==> src/rtl/rxq_status.sv <==
module rxq_status #(
  parameter int DW    = 8,
  parameter int DEPTH = 3
) (
  input  logic          clk,
  input  logic          rst_n,
  input  logic          wr_en,
  input  logic [DW-1:0] wr_data,
  input  logic          wr_perr,
  input  logic          wr_ferr,
  input  logic          wr_brk,
  input  logic          rd_en,
  input  logic          block_mode,
  input  logic          err_clr,
  output logic [DW-1:0] rd_data,
  output logic          rdy,
  output logic          full,
  output logic          ovr,
  output logic          st_perr,
  output logic          st_ferr,
  output logic          st_brk
);
  localparam int EW = DW + 3;
  localparam int CW = $clog2(DEPTH + 1);

  logic [EW-1:0] mem [DEPTH];
  logic [CW-1:0] cnt;
  logic [2:0]    acc;
  logic          ovr_q;

  wire          pop    = rd_en && (cnt != '0);
  wire          is_ful = (cnt == CW'(DEPTH));
  wire          ovf    = wr_en && is_ful && !pop;
  wire          push   = wr_en && !ovf;
  wire [CW-1:0] wpos   = cnt - CW'(pop);
  wire [EW-1:0] win    = {wr_brk, wr_ferr, wr_perr, wr_data};
  wire          expose = pop && (cnt > CW'(1));
  wire          newtop = (push && wpos == '0) || expose;
  wire [2:0]    ntflg  = expose ? mem[1][EW-1:DW] : win[EW-1:DW];
  wire [2:0]    topflg = rdy ? mem[0][EW-1:DW] : 3'b000;

  always_ff @(posedge clk) begin
    for (int i = 0; i < DEPTH; i++) begin
      if (push && wpos == CW'(i))
        mem[i] <= win;
      else if (pop && i < DEPTH - 1)
        mem[i] <= mem[(i + 1) % DEPTH];
    end
  end

  always_ff @(posedge clk or negedge rst_n) begin
    if (!rst_n) begin
      cnt   <= '0;
      acc   <= '0;
      ovr_q <= 1'b0;
    end else begin
      cnt   <= cnt + CW'(push) - CW'(pop);
      acc   <= (err_clr ? 3'b000 : acc) | (newtop ? ntflg : 3'b000);
      ovr_q <= (ovr_q && !err_clr) || ovf;
    end
  end

  assign rdy     = (cnt != '0);
  assign full    = is_ful;
  assign ovr     = ovr_q;
  assign rd_data = rdy ? mem[0][DW-1:0] : '0;
  assign {st_brk, st_ferr, st_perr} = block_mode ? acc : topflg;
endmodule


==> config.mk <==
export PLATFORM = sky130hd
export DESIGN_NAME = rxq_status
export DESIGN_NICKNAME = d
export VERILOG_FILES = /design/src/rtl/rxq_status.sv
export SDC_FILE = /design/constraint.sdc
export NUM_CORES = 1
export LEC_CHECK = 0
export ABC_AREA = 1
export CAP_MARGIN = 40
export CORE_ASPECT_RATIO = 1.5
export CORE_MARGIN = 5
export CORE_UTILIZATION = 40
export DETAILED_ROUTE_END_ITERATION = 8
export DONT_BUFFER_PORTS = 1
export GPL_TIMING_DRIVEN = 0
export PLACE_DENSITY = 0.52
export SETUP_SLACK_MARGIN = 0.05
export SLEW_MARGIN = 20
export SYNTH_ARGS = -nofsm -noshare
export SYNTH_HDL_FRONTEND = slang
export SYNTH_SLANG_ARGS = --single-unit
==> constraint.sdc <==
create_clock -name clk -period 2.1 [get_ports clk]
set_clock_uncertainty 0.1 [all_clocks]
set_input_delay 0.525 -clock clk [delete_from_list [all_inputs] [get_ports clk]]
set_output_delay 0.525 -clock clk [all_outputs]
set_load 0.01 [all_outputs]
# Yosys cells after proc, flatten, opt, wreduce, memory -nomap -nowiden
# Memory sizes are Yosys's and may differ from the RTL's.
# Index checks and enable logic that the tools add are counted.
[classes] n_addsub=3 n_lt_le_gt_ge=1 eq_ne=3 muxes=19 bitwise=3 n_reduce_logical=16
[ops] operator="2-to-1 mux 11 bit" count=2
[ops] operator="2-to-1 mux 3 bit" count=5
[ops] operator="2-to-1 mux 1 bit" count=11
[ops] operator="logical AND 1 bit" count=9
[ops] operator="2-to-1 mux 8 bit" count=1
[ops] operator="equality test 2 bit, second input constant" count=2
[ops] operator="subtractor 2 x 1 -> 2 bit" count=2
[ops] operator="logical NOT 1 bit" count=3
[ops] operator="OR 3 bit" count=1
[ops] operator="adder 2 x 1 -> 2 bit" count=1
[ops] operator="equality test 2 x 1 -> 1 bit, second input constant" count=1
[ops] operator="greater-than comparator 2 x 1 -> 1 bit, second input constant" count=1
[ops] operator="logical NOT 2 bit" count=1
[ops] operator="logical OR 1 bit" count=2
[ops] operator="OR 1 bit" count=2
[ops] operator="nonzero test 2 bit" count=1
[word_totals] ff_bits=6 mem_bits_rw=33 in_bits=17 output_inout_bits=14 word_cells=49 memories=1
[mem_list] memory="mem" words=3 width=11 rd=3 rd_ports_with_merged_regs=0 wr=3 line="26" source="logic [EW-1:0] mem [DEPTH];"

# Depth between registers and ports, before layout
[logic_depth] word_depth=10 mapped_depth=8 mapped_depth_nobuf=7

# Worst setup path after synthesis
# No wires, ideal clock.
[synth_timing] path_kind="input to register" start="in rd_en" end="mem mem[0][22] (netlist name), enable pin" setup_time_ns=0.393 arrival_ns=1.601 required_ns=1.607 setup_slack_ns=0.006 stages=4 n_path_buf=0 path_cell_list="inv_1 nand2_1 nand2_1 nor3_1"
[synth_rtl] item="start, declared" line="12" source="input logic rd_en,"
[synth_rtl] item="end, declared" line="26"

# Worst setup path after layout
[layout_timing] start="reg cnt[0]" end="out st_perr"
[layout_via] elab_chain_len=3
[layout_rtl] item="start, declared" line="27" source="logic [CW-1:0] cnt;"
[layout_rtl] item="start signal, assigned" line="57" source="cnt <= cnt + CW'(push) - CW'(pop);"
[layout_rtl] item="nonzero test 2 bit" line="63" source="assign rdy = (cnt != '0);"
[layout_rtl] item="named net rdy" line="16" source="output logic rdy,"
[layout_rtl] item="2-to-1 mux 3 bit" line="40" source="wire [2:0] topflg = rdy ? mem[0][EW-1:DW] : 3'b000;"
[layout_rtl] item="2-to-1 mux 3 bit" line="67" source="assign {st_brk, st_ferr, st_perr} = block_mode ? acc : topflg;"
[layout_rtl] item="end, declared" line="19" source="output logic st_perr,"
# The timed path passes the listed nets, and every way through them passes these cells.

==> results.yml <==
status:
  status: "finished, final reports clean"
die:
  core_area_um2: 4500
  die_width_um: 65.3
  num_rows: 30
  num_io_pins: 31
  initial_utilization: 0.407
  die-area_um2: 6060
  die_h_um: 92.9
yosys:
  avgSynthCellArea_um2: 10.1
  synth_top_family_by_area: "simple AND/OR/NAND/NOR gates"
  synth_compound_area_frac: 0.0430
  synth_top_area_share: 0.541
  synth_async_sr_flop_share: 0.154
  synthCells: 182
  yosysWarnings: 0
  synth-simple-area-share: 0.234
  synthTopCellsByArea: "edfxtp_1 (54%), nand2_1 (11%), dfrtp_1 (8.2%)"
  ys_types: 21
  muxShareOfSynthArea: 0
  syn_nets: 200
  synth_edf_count: 33
  synth_fa_ha_area_frac: 0.00683
  syn_area_um2: 1830
  ys_seq_elements: 39
  synth_xor_area_frac: 0.00956
  yosys.area.top_type: "edfxtp_1"
  yosys_most_used_dff: "edfxtp_1"
  yosys.cell_count.top_type: "nand2_1"
  ys_seq_area_frac: 0.623
  synth_top_cells_by_count: "nand2_1 (54), edfxtp_1 (33), nand3_1 (24), inv_1 (23), nor2_1 (8)"
global_route:
  grt_pass1_vias: 1250
  grt_start_max_net_pins: 13
  grt.total_usage: 0.124
  gr-total-overflow: 0
  grt_pass1_wl_um: 5720
  grt_antenna_before_repair: 0
detailed_routing:
  route.detailed.drc: 0
  vias: 1233
  drt_pass1_iterations: 4
  drtIter0Drc: 55
  wirelength_um: 3410
  via_per_inst: 5.12
  drtAntennaViolNets: 0
  routedWlPerCell_um: 14.2
clock_network:
  cts_num_sinks: 39
  cts_buffers: 5
  root_buffer: "clkbuf_8"
  clock_latency_ps: 290
  cts_tree: "done"
  path_clk_slew_ps: 70
  clockBufferDepth: 2
  cts_max_level: 2
timing:
  final_max_slew_viol_count: 0
  holdWs_ps: 209
  min_period_ps: 1900
  setup_viol: 0
  layout_setup_ws_ps: 196
  rsz0062_at_grt: "no"
  hold_viol: 0
  tightest_slew_ps: 384
  period_share: 0.907
  fmax_mhz: 525
  final.setup.tns_ps: 0
  max_slew_margin: 0.741
place:
  dp.final_hpwl_um: 2590
  gp_congestion: 0.771
  portBuffers: 0
  post-place-ws_ps: 47.6
setup_path:
  worst_ep_arrival_time_ps: 1280
  ff2ff_setup_slack_ps: 220
  regToRegEndpoint: "cnt[1]"
  end_kind: "output pin"
  critPathKind: "reg2out"
  worstPathMaxFanout: 6
  reg2regPathDepth: 8
  critPathLaunch: "cnt[0]"
  slowest_delay_ps: 470
  slowest_stage: "dfrtp_1"
  endpoint: "st_perr"
  cp_cell_sequence: "nor2_4 -> inv_1 -> nand3_1 -> o21ai_0"
  required_ps: 1470
  rr_startpoint: "cnt[0]"
  startpoint_type: "flop"
flow_run:
  cap_violations: 0
final_layout:
  area_delta_synth_final_pct: 9.83
  drive_gt1_frac: 0.145
  diodes: 0
  finish.net_count: 210
power_and_ir_drop:
  power.leakage_uw: 0.000896
  p_total_uw: 2750
  pwr_density_cell_nw_per_um2: 1370
  peakVddDrop_mv: 0.494
hold_path:
  worstHoldPathType: "in2reg"
==> metal layers <==
layer / wire length (um) / global-route usage
met1: 1340 / 0.136
met2: 1750 / 0.211
met3: 266 / 0.0510
met4: 57 / 0.0467
met5: 0 / 0
==> registers in the layout, indices dropped and copies added (netlist names) <==
register,cells
mem,33
acc,3
cnt,2
ovr,1
==> worst min-delay path by stage <==
stage	startpoint	to	slack [ps]	cells after the start
after floorplan	rst_n	acc[0]	130	0
after global placement	rst_n	cnt[1]	130	0
after detailed placement	rst_n	ovr	130	0
after CTS	err_clr	acc[1]	200	1
after global routing	err_clr	acc[1]	200	1
final	err_clr	acc[1]	210	1
==> power by group <==
group          internal [uW]  switching, uW
Clock                    232            247
Combinational            322            665
Sequential              1200           89.0
Total                   1750           1000
==> layout make-up <==
| type | count | area, um2 |
|---|---|---|
| clock buffer | 6 | 72.6 |
| clock inverter | 2 | 12.5 |
| buffer | 7 | 63.8 |
| tap | 48 | 60.1 |
| multi-input combinational | 112 | 548 |
| inverter | 24 | 90.1 |
| timing repair buffer | 3 | 25.0 |
| fill | 455 | 2490 |
| sequential | 39 | 1140 |
==> layout by cell type (no fill, tap or decap), types with 3 or more instances in the layout <==
cell,count
nand2_2,5
buf_4,6
o21ai_1,7
edfxtp_1,33
buf_6,3
dfrtp_1,6
inv_1,23
nand2_1,52
nor2_1,8
nand3_1,24
o21ai_0,7
clkbuf_8,5
==> per-stage QoR <==
stage          cell area, um2  instances  utilization
5_1_grt                  2010        241        0.447
3_3_place_gp             1900        230        0.421
2_1_floorplan            1840        182            -
4_1_cts                  2000        240        0.444
3_5_place_dp             1900        230        0.421
6_report                 2010        241        0.447
==> repair_timing <==
action / 4_1_cts / 5_1_grt
pin swaps: 1 / 0
setup buffers: 1 / 0
hold endpoints to repair: 6 / 0
endpoints found under the setup margin: 3 / 20
resized for setup: 0 / 2
hold buffers: 1 / 0
gates cloned: 0 / 0
==> worst max-delay path, delay by kind of cell, from the launching register on <==
| family | cells | cell delay, ps |
|---|---|---|
| buffers and inverters | 1 | 110 |
| AND/OR/NAND/NOR | 2 | 240 |
| AO/OA/AOI/OAI | 1 | 160 |
| flip-flops | 1 | 470 |
==> logic make-up (layout without fill, tap and decap cells) <==
| kind of cell | count (synthesis) | in the layout |
|---|---|---|
| compound gates | 15 | 15 |
| xor+xnor | 2 | 2 |
| fa+ha+maj | 1 | 1 |
| buf+inv | 31 | 42 |
| flops | 39 | 39 |
| simple gates | 94 | 94 |
Power figures use the tool's default switching activity.
